## config.mk

```make
export PLATFORM = sky130hd
export DESIGN_NAME = huff_first_code_builder
export DESIGN_NICKNAME = d
export VERILOG_FILES = /design/src/rtl/hfb_pkg.sv /design/src/rtl/hfb_addr_gen.sv /design/src/rtl/hfb_accum.sv /design/src/rtl/hfb_regfile.sv /design/src/rtl/huff_first_code_builder.sv
export SDC_FILE = /design/constraint.sdc
export NUM_CORES = 1
export LEC_CHECK = 0
export ABC_CLOCK_PERIOD_IN_PS = 6100
export BUFFER_PORTS_ARGS = -buffer_cell sky130_fd_sc_hd__buf_2
export CAP_MARGIN = 10
export CORE_ASPECT_RATIO = 1.5
export CORE_MARGIN = 1.5
export CORE_UTILIZATION = 50
export DETAILED_ROUTE_END_ITERATION = 8
export GPL_TIMING_DRIVEN = 0
export HOLD_SLACK_MARGIN = 0.06
export PLACE_DENSITY_LB_ADDON = 0.3
export SYNTH_ARGS = -nofsm -noshare
export SYNTH_HDL_FRONTEND = slang
export SYNTH_SLANG_ARGS = --single-unit
```

## constraint.sdc

```tcl
create_clock -name clk -period 6.1 [get_ports clk]
set_input_delay 1.22 -clock clk [delete_from_list [all_inputs] [get_ports clk]]
set_output_delay 1.22 -clock clk [all_outputs]
set_load 0.02 [all_outputs]
```

## src/rtl/hfb_pkg.sv

```systemverilog
`timescale 1ns/1ps
package hfb_pkg;
    typedef enum logic [1:0] {
        ST_IDLE,
        ST_FETCH,
        ST_DRAIN,
        ST_FINISH
    } hfb_state_e;
endpackage

```

## src/rtl/hfb_addr_gen.sv

```systemverilog
`timescale 1ns/1ps
module hfb_addr_gen #(
    parameter int          ADDR_W     = 11,
    parameter int          TAB_W      = 2,
    parameter int          LEN_W      = 4,
    parameter int          NUM_LEN    = 16,
    parameter int unsigned CNT_REGION = 'h6C0
) (
    input  logic              clk,
    input  logic              rst_n,
    input  logic              load_i,
    input  logic              step_i,
    input  logic [TAB_W-1:0]  tab_i,
    output logic [LEN_W-1:0]  idx_o,
    output logic              last_o,
    output logic [ADDR_W-1:0] addr_o
);
    logic [TAB_W-1:0] tab_q;
    logic [LEN_W-1:0] idx_q;

    always_ff @(posedge clk or negedge rst_n) begin
        if (!rst_n) begin
            tab_q <= '0;
            idx_q <= '0;
        end else if (load_i) begin
            tab_q <= tab_i;
            idx_q <= '0;
        end else if (step_i) begin
            idx_q <= idx_q + 1'b1;
        end
    end

    assign idx_o  = idx_q;
    assign last_o = (idx_q == LEN_W'(NUM_LEN - 1));
    assign addr_o = ADDR_W'(CNT_REGION)
                  + (ADDR_W'(tab_q) << LEN_W)
                  + ADDR_W'(idx_q);
endmodule

```

## src/rtl/hfb_accum.sv

```systemverilog
`timescale 1ns/1ps
module hfb_accum #(
    parameter int DATA_W = 8,
    parameter int CODE_W = 16,
    parameter int BASE_W = 12
) (
    input  logic              clk,
    input  logic              rst_n,
    input  logic              clear_i,
    input  logic              upd_i,
    input  logic [DATA_W-1:0] cnt_i,
    output logic [CODE_W-1:0] first_o,
    output logic [BASE_W-1:0] base_o
);
    logic [CODE_W-1:0] first_q;
    logic [BASE_W-1:0] base_q;
    logic [CODE_W-1:0] sum;
    logic [CODE_W-1:0] first_nxt;
    logic [BASE_W-1:0] base_nxt;

    always_comb begin
        sum       = first_q + CODE_W'(cnt_i);
        first_nxt = {sum[CODE_W-2:0], 1'b0};
        base_nxt  = base_q + BASE_W'(cnt_i);
    end

    always_ff @(posedge clk or negedge rst_n) begin
        if (!rst_n) begin
            first_q <= '0;
            base_q  <= '0;
        end else if (clear_i) begin
            first_q <= '0;
            base_q  <= '0;
        end else if (upd_i) begin
            first_q <= first_nxt;
            base_q  <= base_nxt;
        end
    end

    assign first_o = first_q;
    assign base_o  = base_q;
endmodule

```

## src/rtl/hfb_regfile.sv

```systemverilog
`timescale 1ns/1ps
module hfb_regfile #(
    parameter int NUM_LEN = 16,
    parameter int LEN_W   = 4,
    parameter int CODE_W  = 16,
    parameter int BASE_W  = 12
) (
    input  logic              clk,
    input  logic              rst_n,
    input  logic              we_i,
    input  logic [LEN_W-1:0]  widx_i,
    input  logic [CODE_W-1:0] wfirst_i,
    input  logic [BASE_W-1:0] wbase_i,
    input  logic [LEN_W-1:0]  ridx_i,
    output logic [CODE_W-1:0] rfirst_o,
    output logic [BASE_W-1:0] rbase_o
);
    logic [CODE_W-1:0] first_q [NUM_LEN];
    logic [BASE_W-1:0] base_q  [NUM_LEN];

    for (genvar g = 0; g < NUM_LEN; g++) begin : g_entry
        always_ff @(posedge clk or negedge rst_n) begin
            if (!rst_n) begin
                first_q[g] <= '0;
                base_q[g]  <= '0;
            end else if (we_i && (widx_i == LEN_W'(g))) begin
                first_q[g] <= wfirst_i;
                base_q[g]  <= wbase_i;
            end
        end
    end

    assign rfirst_o = first_q[ridx_i];
    assign rbase_o  = base_q[ridx_i];
endmodule

```

## src/rtl/huff_first_code_builder.sv

```systemverilog
`timescale 1ns/1ps
module huff_first_code_builder #(
    parameter int          ADDR_W     = 11,
    parameter int          DATA_W     = 8,
    parameter int          NUM_LEN    = 16,
    parameter int          NUM_TAB    = 4,
    parameter int          CODE_W     = 16,
    parameter int          BASE_W     = 12,
    parameter int unsigned CNT_REGION = 'h6C0,
    localparam int         LEN_W      = $clog2(NUM_LEN),
    localparam int         TAB_W      = $clog2(NUM_TAB)
) (
    input  logic              clk,
    input  logic              rst_n,
    input  logic              start_i,
    input  logic [TAB_W-1:0]  table_sel_i,
    output logic              mem_rd_o,
    output logic [ADDR_W-1:0] mem_addr_o,
    input  logic [DATA_W-1:0] mem_data_i,
    output logic              busy_o,
    output logic              done_o,
    input  logic [LEN_W-1:0]  lk_len_i,
    output logic [CODE_W-1:0] lk_first_o,
    output logic [BASE_W-1:0] lk_base_o
);
    import hfb_pkg::*;

    hfb_state_e        state_q, state_d;
    logic              load, step, last;
    logic [LEN_W-1:0]  idx;
    logic              rd_vld_q;
    logic [LEN_W-1:0]  rd_idx_q;
    logic [CODE_W-1:0] acc_first;
    logic [BASE_W-1:0] acc_base;

    // State register and next-state logic
    always_ff @(posedge clk or negedge rst_n) begin
        if (!rst_n) state_q <= ST_IDLE;
        else        state_q <= state_d;
    end

    always_comb begin
        state_d = state_q;
        unique case (state_q)
            ST_IDLE:   if (start_i) state_d = ST_FETCH;
            ST_FETCH:  if (last)    state_d = ST_DRAIN;
            ST_DRAIN:               state_d = ST_FINISH;
            ST_FINISH:              state_d = ST_IDLE;
            default:                state_d = ST_IDLE;
        endcase
    end

    // Output decode
    always_comb begin
        load     = 1'b0;
        step     = 1'b0;
        mem_rd_o = 1'b0;
        busy_o   = 1'b1;
        done_o   = 1'b0;
        unique case (state_q)
            ST_IDLE: begin
                busy_o = 1'b0;
                load   = start_i;
            end
            ST_FETCH: begin
                mem_rd_o = 1'b1;
                step     = !last;
            end
            ST_DRAIN:  ;
            ST_FINISH: done_o = 1'b1;
            default:   busy_o = 1'b0;
        endcase
    end

    // Read-return tracking: data of the read issued last cycle is valid now
    always_ff @(posedge clk or negedge rst_n) begin
        if (!rst_n) begin
            rd_vld_q <= 1'b0;
            rd_idx_q <= '0;
        end else begin
            rd_vld_q <= mem_rd_o;
            rd_idx_q <= idx;
        end
    end

    hfb_addr_gen #(
        .ADDR_W(ADDR_W), .TAB_W(TAB_W), .LEN_W(LEN_W),
        .NUM_LEN(NUM_LEN), .CNT_REGION(CNT_REGION)
    ) u_addr (
        .clk(clk), .rst_n(rst_n), .load_i(load), .step_i(step),
        .tab_i(table_sel_i), .idx_o(idx), .last_o(last), .addr_o(mem_addr_o)
    );

    hfb_accum #(
        .DATA_W(DATA_W), .CODE_W(CODE_W), .BASE_W(BASE_W)
    ) u_acc (
        .clk(clk), .rst_n(rst_n), .clear_i(load), .upd_i(rd_vld_q),
        .cnt_i(mem_data_i), .first_o(acc_first), .base_o(acc_base)
    );

    hfb_regfile #(
        .NUM_LEN(NUM_LEN), .LEN_W(LEN_W), .CODE_W(CODE_W), .BASE_W(BASE_W)
    ) u_rf (
        .clk(clk), .rst_n(rst_n), .we_i(rd_vld_q), .widx_i(rd_idx_q),
        .wfirst_i(acc_first), .wbase_i(acc_base), .ridx_i(lk_len_i),
        .rfirst_o(lk_first_o), .rbase_o(lk_base_o)
    );
endmodule

```

# Word-level counts from Yosys, hierarchy flattened
# Index checks and enable logic that the tools add are counted.
dict set report word_totals {
  input_bits 17
  out_inout_bits 42
  regBits 489
  word_cells 109
}
dict set report classes {
  muxes 20
  n_eq_ne 21
  order_cmp 1
  n_reduce_logical 22
  bitwise_logic 1
  add_sub_neg 5
}
# cell n
set ops {}
lappend ops {{$bmux 16 s4} 1}
lappend ops {{$mux 16} 4}
lappend ops {{$bmux 12 s4} 1}
lappend ops {{$mux 12} 4}
lappend ops {{$eq 4x4->1 const B} 9}
lappend ops {{$eq 4x3->1 const B} 4}
lappend ops {{$logic_and 1x1->1} 16}
lappend ops {{$add 15x8->15} 1}
lappend ops {{$add 12x8->12} 1}
lappend ops {{$add 10x7->11 const A} 1}
lappend ops {{$add 11x4->11} 1}
lappend ops {{$eq 4x2->1 const B} 2}
lappend ops {{$mux 4} 2}
lappend ops {{$pmux 2 s4} 1}
lappend ops {{$ge 5x5->1 const B} 1}
lappend ops {{$mux 1} 5}
lappend ops {{$not 4->5} 1}
lappend ops {{$add 4x1->4 const B} 1}
lappend ops {{$eq 2x2->1 const B} 2}
lappend ops {{$eq 4x1->1 const B} 1}
lappend ops {{$logic_not 4->1} 1}
lappend ops {{$mux 2} 2}
lappend ops {{$ne 2x2->1 const B} 2}
lappend ops {{$reduce_bool 2->1} 2}
lappend ops {{other kinds (4)} 4}

# Logic depth before layout (Yosys ltp)
# Gate-level depths: netlist of run 1.
dict set report depth {
  depth_word 5
  depth_mapped 8
  depth_no_buf 8
}

# Modules after synthesis
# Synthesis of run 1 repeated with hierarchy kept, for this count alone.
dict set report unflattened {
  cells_unflattened 1501
  hier_area_um2 22809.4
}
# module cells_per_inst area_each_um2 seq_area_each_um2 instances
set by_module_without_submodules {}
lappend by_module_without_submodules {hfb_regfile 1222 20055.5 11210.8 1}
lappend by_module_without_submodules {hfb_accum 225 2095.8 675.6 1}
lappend by_module_without_submodules {hfb_addr_gen 32 342.8 150.1 1}
lappend by_module_without_submodules {huff_first_code_builder 22 315.3 175.2 1}

# Worst setup path after synthesis of run 1
# No wires, ideal clock.
dict set report synth_timing {
  kind {input to output}
  start {input port lk_len_i[1]}
  end {output port lk_base_o[5]}
  cell_stages 5
  t_arrival_ns 2.742
  t_required_ns 4.880
  n_path_buf 3
  path_slack_ns 2.138
  path_cell_list {clkbuf_1 > buf_2 > buf_2 > mux4_2 > mux4_2}
}
dict set report synth_via {
  elab_chain_len 4
}
# item line_no
set synth_lines {}
lappend synth_lines {{start: declaration} huff_first_code_builder.sv:22} ;# input logic [LEN_W-1:0] lk_len_i,
lappend synth_lines {{$not 4->5 (not written as such)} hfb_regfile.sv:34} ;# assign rbase_o = base_q[ridx_i];
lappend synth_lines {{$bmux 12 s4} hfb_regfile.sv:34}
lappend synth_lines {{$mux 12 (not written as such) (2 in series)} hfb_regfile.sv:34}
lappend synth_lines {{end: declaration} huff_first_code_builder.sv:24} ;# output logic [BASE_W-1:0] lk_base_o
# No other way between the ends. The select of a mux whose other input is x is not followed.

# Worst setup path after layout of run 1
dict set report layout_timing {
  start {input port lk_len_i[1]}
  end {output port lk_base_o[11]}
}
# Same word-level chain as after synthesis.

==> metrics.md, run 1 <==
| Metric | Value |
|---|---|
| Status | `completed` |
| Die Width | `174.2 µm` |
| Reg clk slew, reported paths | `0.06 ns` |
| Ys flop type | `dfrtp_1` |
| Req. time, crit path | `4.88 ns` |
| Share of the synthesized area in the top cell type | `53.70%` |
| Io pins | `59` |
| # hold bufs at CTS | `0` |
| Mapped Area | `21990 µm²` |
| Post_cts resized | `0` |
| First-pass GRT wire length | `84020 µm` |
| Top cells by count, synth | `472 x dfrtp_1, 252 x mux2_2, 168 x mux2_1` |
| Hold Path Class | `reg2reg` |
| Reg2reg path depth | `5` |
| Worst Skew | `0.02572 ns` |
| Gpl congestion | `0.8887` |
| Distinct cells, synth | `55` |
| Diode count | `0` |
| Grt ovf | `0` |
| First-pass DRT Iterations | `5` |
| Pwr dens | `405.4 nW/µm²` |
| Number of global-route vias before repair | `13790` |
| Crit-path max cell delay | `0.91 ns` |
| Syn avg cell area | `15.87 µm²` |
| Cell chain of the critical path | `clkbuf_1 -> clkbuf_1 -> mux4_2 -> mux4_2 -> buf_2` |
| Max Freq | `203.5 MHz` |
| Worst Hold Path Cells | `0` |
| R2r setup slk | `3.56 ns` |
| Yosys warns | `0` |
| Critical path peak fanout | `10` |
| Combinational power share | `27.3%` |
| Num rows | `93` |
| Power Internal | `6.811 mW` |
| Hold Crit Endpoint | `rd_idx_q[1]` |
| Sw frac | `31.61%` |
| R2r startpoint | `rd_vld_q` |
| Synth Instances | `1386` |
| Gr usage total | `24.78%` |
| Ys async rst share | `100.0%` |
| Leakage power | `11.72 nW` |
| Number of synthesized flops with an enable pin | `0` |
| Die height | `259.9 µm` |
| Number of buffers created by CTS | `46` |
| Level count of the clock H-tree | `2` |
| Tightest Pin Transition | `1.166 ns` |
| Setup crit end kind | `output port` |
| Worst vdd ir | `230.2 µV` |
| Vias | `12520` |
| DR iter-0 viols | `755` |
| Top cells by area, synth | `dfrtp_1 54%, mux4_2 14%, mux2_2 13%` |
| Antenna Nets Post-Route | `0` |
| Layout Utilization | `56.90%` |
| Synth-to-Final Area Change | `11.69%` |
| Clk buf depth | `3` |
| Most common cell in the netlist | `dfrtp_1` |
| Psw | `3.148 mW` |
| Final hold slack | `0.4717 ns` |
| Residual DRC | `0` |
| Final instance count without filler cells | `2092` |
| Dominant cell type by area after synthesis | `dfrtp_1` |
| Post-place setup slack | `1.222 ns` |
| Antenna violations before repair | `0` |
| Startpoint types | `primary input` |
| Max-Cap Viols | `0` |
| # Post-CTS Setup Buffers | `0` |
| Area post-placement | `23080 µm²` |
| CTS tree | `built` |
| Final Hold Viols | `0` |
| Routed WL | `53920 µm` |
| Post-DR vias/cell | `5.985` |
| Final nets | `1530` |
| Initial Utilization | `50.95%` |
| Share of layout cells above drive strength 1 | `39.49%` |
| Critical path class | `in2out` |
| WL/cell | `25.77 µm` |
| Final Cycle Share | `80.56%` |
| Port-buffer cells | `48` |
| RR Endpoint | `u_rf.base_q[178]` |
| CTS Root Buffer Type | `clkbuf_16` |
| Max stage delay cell, worst path | `clkbuf_1` |
| Area of the die | `45280 µm²` |
| Placed insts | `2012` |
| Largest net degree at the start of global routing | `117` |
| Slew margin rel. | `22.01%` |
| Hpwl dp | `37230 µm` |
| Reg power frac | `44.2%` |
| Final Setup Violations | `0` |
| Final Cell Area | `24560 µm²` |
| PnR worst setup slack | `1.186 ns` |
| Clk_lat worst skew | `0.56 ns` |
| HP Start | `u_addr.idx_o[1]` |
| Final Slew Violations | `0` |
| FF+latch count, synth | `472` |
| Unrepaired setup endpoints after global routing | `no` |
| Clock sink count | `472` |
| Clock share of power | `28.4%` |
| Sequential fraction of the synthesis area | `53.70%` |
| Core footprint | `43170 µm²` |
| Worst Path Arrival | `3.69 ns` |
| Final min period | `4.914 ns` |
## worst max path at each step
stage	from	end	depth (start not counted)
final	lk_len_i[1]	lk_base_o[11]	5
after global routing	lk_len_i[1]	lk_first_o[15]	5
after CTS	lk_len_i[1]	lk_base_o[11]	5
after detailed placement	lk_len_i[1]	lk_base_o[11]	5
after global placement	rst_n	u_rf.first_q[56]	1
after floorplan	lk_len_i[1]	lk_base_o[5]	5
## layer usage
layer	track usage, %	wire (µm)	part of all wire, %	vias up
li1	-	-	-	5341
met1	30.09	21350	40	6811
met2	44.20	28260	52	263
met3	3.772	2114	3.9	105
met4	10.01	2199	4.1	0
met5	0	0	0	-
## kinds of logic (layout without fill, tap and decap cells)
family	count (synthesis)	after routing	share of synthesized area, %
multiplexers	572	572	36.33
flip-flops	472	472	53.70
buffers and inverters	127	259	3.032
AND/OR/NAND/NOR	97	97	2.685
AO/OA/AOI/OAI	72	72	2.002
adder cells (fa/ha/maj)	23	23	1.377
XOR/XNOR	21	21	0.8363
other	2	6	0.03415
## critical path, delay by kind of cell
kind	cells	cell delay, ns
muxes	2	0.99
buffers and inverters	3	1.49
## registers in the layout, summed over array words and instances, names as in the netlist
name,flops
state_q,2
u_addr.tab_q,2
u_acc.base_o,12
rd_vld_q,1
rd_idx_q,4
u_addr.idx_o,4
u_rf.first_q,240
u_acc.first_o,15
u_rf.base_q,192
## layout by cell type, fill, tap and decap left out, types with 9 or more instances in the layout
cell | netlist | routed
xnor2_1 | 12 | 12
nand2_1 | 21 | 21
clkbuf_16 | 0 | 47
mux2_4 | 10 | 10
clkinv_2 | 0 | 13
mux2_2 | 252 | 252
mux4_2 | 135 | 135
buf_2 | 38 | 85
clkbuf_8 | 0 | 10
mux2_1 | 168 | 168
dfrtp_1 | 472 | 472
clkbuf_1 | 53 | 58
xor2_1 | 9 | 9
nor2_1 | 20 | 20
ha_1 | 21 | 21
buf_4 | 13 | 13
a21oi_1 | 19 | 19
o21ai_0 | 20 | 20
## final cells by class
type	count	area, µm²
Buffer	119	636.9
Clock buffer	62	1333
Clock inverter	18	150.1
Fill cell	3391	18610
Inverter	8	30.03
Multi-Input combinational cell	791	9530
Sequential cell	472	11810
Tap cell	570	713.2
Timing Repair Buffer	52	360.3
## power by group through the flow
| stage | Combinational [mW] | Sequential [mW] | Clock, mW |
|---|---|---|---|
| after detailed placement | 2.73 | 4.45 | 0 |
| after global routing | 2.95 | 4.50 | 3.00 |
| after floorplan | 1.99 | 4.27 | 0 |
| final | 2.72 | 4.41 | 2.83 |
| after CTS | 2.74 | 4.40 | 2.88 |
| after global placement | 2.63 | 4.40 | 0 |
## through the flow
step | TNS (ns) | power [mW]
after floorplan | 0 | 6.265
after global placement | -2514.52 | 7.033
after detailed placement | 0 | 7.178
after CTS | 0 | 10.02
after global routing | 0 | 10.45
final | 0 | 9.959
Power figures use the tool's default switching activity.
==> run 2: changes to the inputs <==
--- a/config.mk
+++ b/config.mk
@@ -5,7 +5,8 @@
 export SDC_FILE = /design/constraint.sdc
 export NUM_CORES = 1
 export LEC_CHECK = 0
-export ABC_CLOCK_PERIOD_IN_PS = 6100
+export ABC_AREA = 1
+export ABC_CLOCK_PERIOD_IN_PS = 4900
 export BUFFER_PORTS_ARGS = -buffer_cell sky130_fd_sc_hd__buf_2
 export CAP_MARGIN = 10
 export CORE_ASPECT_RATIO = 1.5
==> constraint.sdc (replaced) <==
create_clock -name clk -period 4.9 [get_ports clk]
set_input_delay 0.98 -clock clk [delete_from_list [all_inputs] [get_ports clk]]
set_output_delay 0.98 -clock clk [all_outputs]
set_load 0.02 [all_outputs]
==> run 2 against run 1 <==
  * Power up 31%
  * Die area is 1.4% higher
  * Synthesized cell count grew 97%
  * Critical path depth rose by 3
  * Via count grew 64%
  * Combinational power rose by 41%
  * Synthesized area grew 1.5%
  * Setup slack lost 0.68 ns
  * Clock-buffer cell count increased by 9
  * Critical path type unchanged
  * Largest cell class unchanged
  * Largest power group unchanged
==> metrics.md, run 2 <==
| Metric | Value |
|---|---|
| Status | `completed` |
| Post_cts resized | `0 (unchanged)` |
| Commonest non-fill, non-tap cell in the layout | `nand2_1` |
| Final min period | `4.396 ns` |
| Clk_lat worst skew | `0.59 ns (+0.03 ns)` |
| Sequential fraction of the synthesis area | `52.93% (-0.77 points)` |
| Final Hold Viols | `0 (unchanged)` |
| Number of buffers created by CTS | `47 (+2.2%)` |
| Hpwl dp | `62030 µm (+67%)` |
| Synth Instances | `2730 (+97%)` |
| Critical path class | `in2out` |
| Max Freq | `227.5 MHz` |
| Ys flop type | `dfrtp_1` |
| Most common cell in the netlist | `nand2_1` |
| CTS Root Buffer Type | `clkbuf_16` |
| Num rows | `94 (+1.1%)` |
| Leakage power | `11.43 nW (-2.4%)` |
| Level count of the clock H-tree | `2 (unchanged)` |
| Final instance count without filler cells | `3446 (+65%)` |
| Ys async rst share | `100.0% (unchanged)` |
| Startpoint types | `primary input` |
| Clk buf depth | `3 (unchanged)` |
| Busiest layer in global routing | `met2` |
| Placed insts | `3362 (+67%)` |
| Top cells by count, synth | `681 x nand2_1, 511 x o21ai_0, 472 x dfrtp_1` |
| Final Slew Violations | `0 (unchanged)` |
| Final Setup Violations | `0 (unchanged)` |
| Antenna violations before repair | `0 (unchanged)` |
| Hold Path Class | `in2async` |
| Residual DRC | `0 (unchanged)` |
| First-pass GRT wire length | `121700 µm (+45%)` |
| DR iter-0 viols | `2264 (+200%)` |
| Antenna Nets Post-Route | `0 (unchanged)` |
| Mapped Area | `22310 µm² (+1.5%)` |
| Port-buffer cells | `48 (unchanged)` |
| Tightest Pin Transition | `0.9946 ns (-0.1710 ns)` |
| Initial Utilization | `50.73% (-0.22 points)` |
| Gr usage total | `36.30% (+12 points)` |
| Grt ovf | `0 (unchanged)` |
| Largest net degree at the start of global routing | `111 (-5.1%)` |
| Distinct cells, synth | `33 (-40%)` |
| First-pass DRT Iterations | `6 (+1)` |
| Number of global-route vias before repair | `19970 (+45%)` |
| Worst Skew | `0.02212 ns (-0.003599 ns)` |
| # Post-CTS Setup Buffers | `0 (unchanged)` |
| Post-DR vias/cell | `5.952 (-0.55%)` |
| Reg clk slew, reported paths | `0.06 ns (about the same)` |
| Critical path peak fanout | `10 (unchanged)` |
| Core footprint | `43990 µm² (+1.9%)` |
| Area of the die | `45930 µm² (+1.4%)` |
| Syn avg cell area | `8.174 µm² (-48%)` |
| Diode count | `0 (unchanged)` |
| Max-Cap Viols | `0 (unchanged)` |
| Slew margin rel. | `33.70% (+12 points)` |
| M2 GR Usage | `60.44% (+16 points)` |
| Pwr dens | `525.2 nW/µm² (+30%)` |
| Reg2reg path depth | `9 (+4)` |
| Vias | `20510 (+64%)` |
| Biggest register | `u_rf.first_q` |
| Final nets | `2875 (+88%)` |
| Share of the synthesized area in the top cell type | `52.93% (-0.77 points)` |
| Synth-to-Final Area Change | `11.67% (about the same)` |
| WL/cell | `23.91 µm (-7.2%)` |
| Routed WL | `82380 µm (+53%)` |
| Worst Path Arrival | `3.42 ns (-0.27 ns)` |
| Yosys warns | `0 (unchanged)` |
| Final Cycle Share | `89.71%` |
| CTS tree | `built` |
| FF+latch count, synth | `472 (unchanged)` |
| Setup TNS | `0 ns (unchanged)` |
| Die height | `261.7 µm (+0.72%)` |
| Req. time, crit path | `3.92 ns (-0.96 ns)` |
| Share of layout cells above drive strength 1 | `8.049% (-31 points)` |
| Dominant cell type by area after synthesis | `dfrtp_1` |
| GR Layer Usage met1 | `42.65% (+13 points)` |
| Setup crit end kind | `output port` |
| # hold bufs at CTS | `0 (unchanged)` |
| Worst vdd ir | `343.1 µV (+49%)` |
| Top cells by area, synth | `dfrtp_1 53%, o21ai_0 11%, nand2_1 11%` |
| GRT met3 Usage | `3.834% (+0.062 points)` |
| Number of synthesized flops with an enable pin | `0 (unchanged)` |
| Gpl congestion | `0.9862 (+11%)` |
| Flip-flop count of the largest register after layout | `240 (unchanged)` |
| Clock sink count | `472 (unchanged)` |
| Most frequent cells in the layout | `681 x nand2_1, 511 x o21ai_0, 472 x dfrtp_1` |
| Die Width | `175.5 µm (+0.71%)` |
| Unrepaired setup endpoints after global routing | `no` |
| Filler cells | `4129 (+22%)` |
| Io pins | `59 (unchanged)` |
run 2: final timing paths:
| kind | from | endpoint | slack [ns] |
|---|---|---|---|
| setup / recovery | lk_len_i[1] | lk_first_o[15] | 0.50 |
| hold / removal | rst_n | state_q[1] | 0.36 |
| setup reg to reg | u_acc.base_o[1] | u_acc.base_o[10] | 1.94 |
| hold reg to reg | u_addr.idx_o[2] | rd_idx_q[2] | 0.43 |
| max in group asynchronous | rst_n | u_rf.base_q[62] | 2.73 |
| min in group clk | u_addr.idx_o[2] | rd_idx_q[2] | 0.43 |
run 2: cell families (layout without fill, tap and decap cells):
group / after synthesis / count (layout) / synth area share [%]
AO/OA/AOI/OAI: 797 / 797 / 19.16
XOR/XNOR: 2 / 2 / 0.07852
adder cells (fa/ha/maj): 23 / 23 / 1.357
buffers and inverters: 499 / 635 / 9.056
flip-flops: 472 / 472 / 52.93
other: 2 / 6 / 0.03366
AND/OR/NAND/NOR: 935 / 935 / 17.38
run 2: worst max-delay path, stage by stage:
cell and delay, ns:
buf_2 0.18, buf_2 0.36, buf_1 0.73, o211ai_1 0.49, nand3_1 0.21, nand3_1 0.08, nand2_1 0.18, buf_2 0.20
run 2: final cells by class:
class	count	area, µm²	area share, %
timing repair buffer	52	360.3	1.446
clock buffer	71	1376	5.523
sequential	472	11810	47.40
buffer	213	947.2	3.801
multi-input combinational	1763	8497	34.10
clock inverter	13	132.6	0.5322
tap	576	720.7	2.892
inverter	286	1074	4.308
run 2: where the power goes:
part           total [mW]  internal [mW]  switching, mW
Combinational        3.83           1.06           2.77
Clock                3.62           2.05           1.58
Sequential           5.63           4.97          0.665
Total                13.1           8.07           5.01
run 2: stage by stage:
step	cell area, µm²	total power [mW]	setup slack, ns	utilization [%]	hold WS, ns
after floorplan	22330	7.821	1.881	-	0.4478
after global placement	23290	9.267	-6.574	52.95	0.4281
after global routing	24920	13.69	0.5042	56.65	0.4033
after detailed placement	23410	9.424	0.7237	53.22	0.4305
final	24920	13.09	0.5040	56.65	0.3591
after CTS	24920	13.01	0.7254	56.65	0.3705
run 2: metal layers:
| metal | wire [µm] | part of all wire [%] |
|---|---|---|
| met2 | 39510 | 48 |
| met3 | 5068 | 6.2 |
| met1 | 30040 | 36 |
| met4 | 7762 | 9.4 |
| met5 | 0 | 0 |
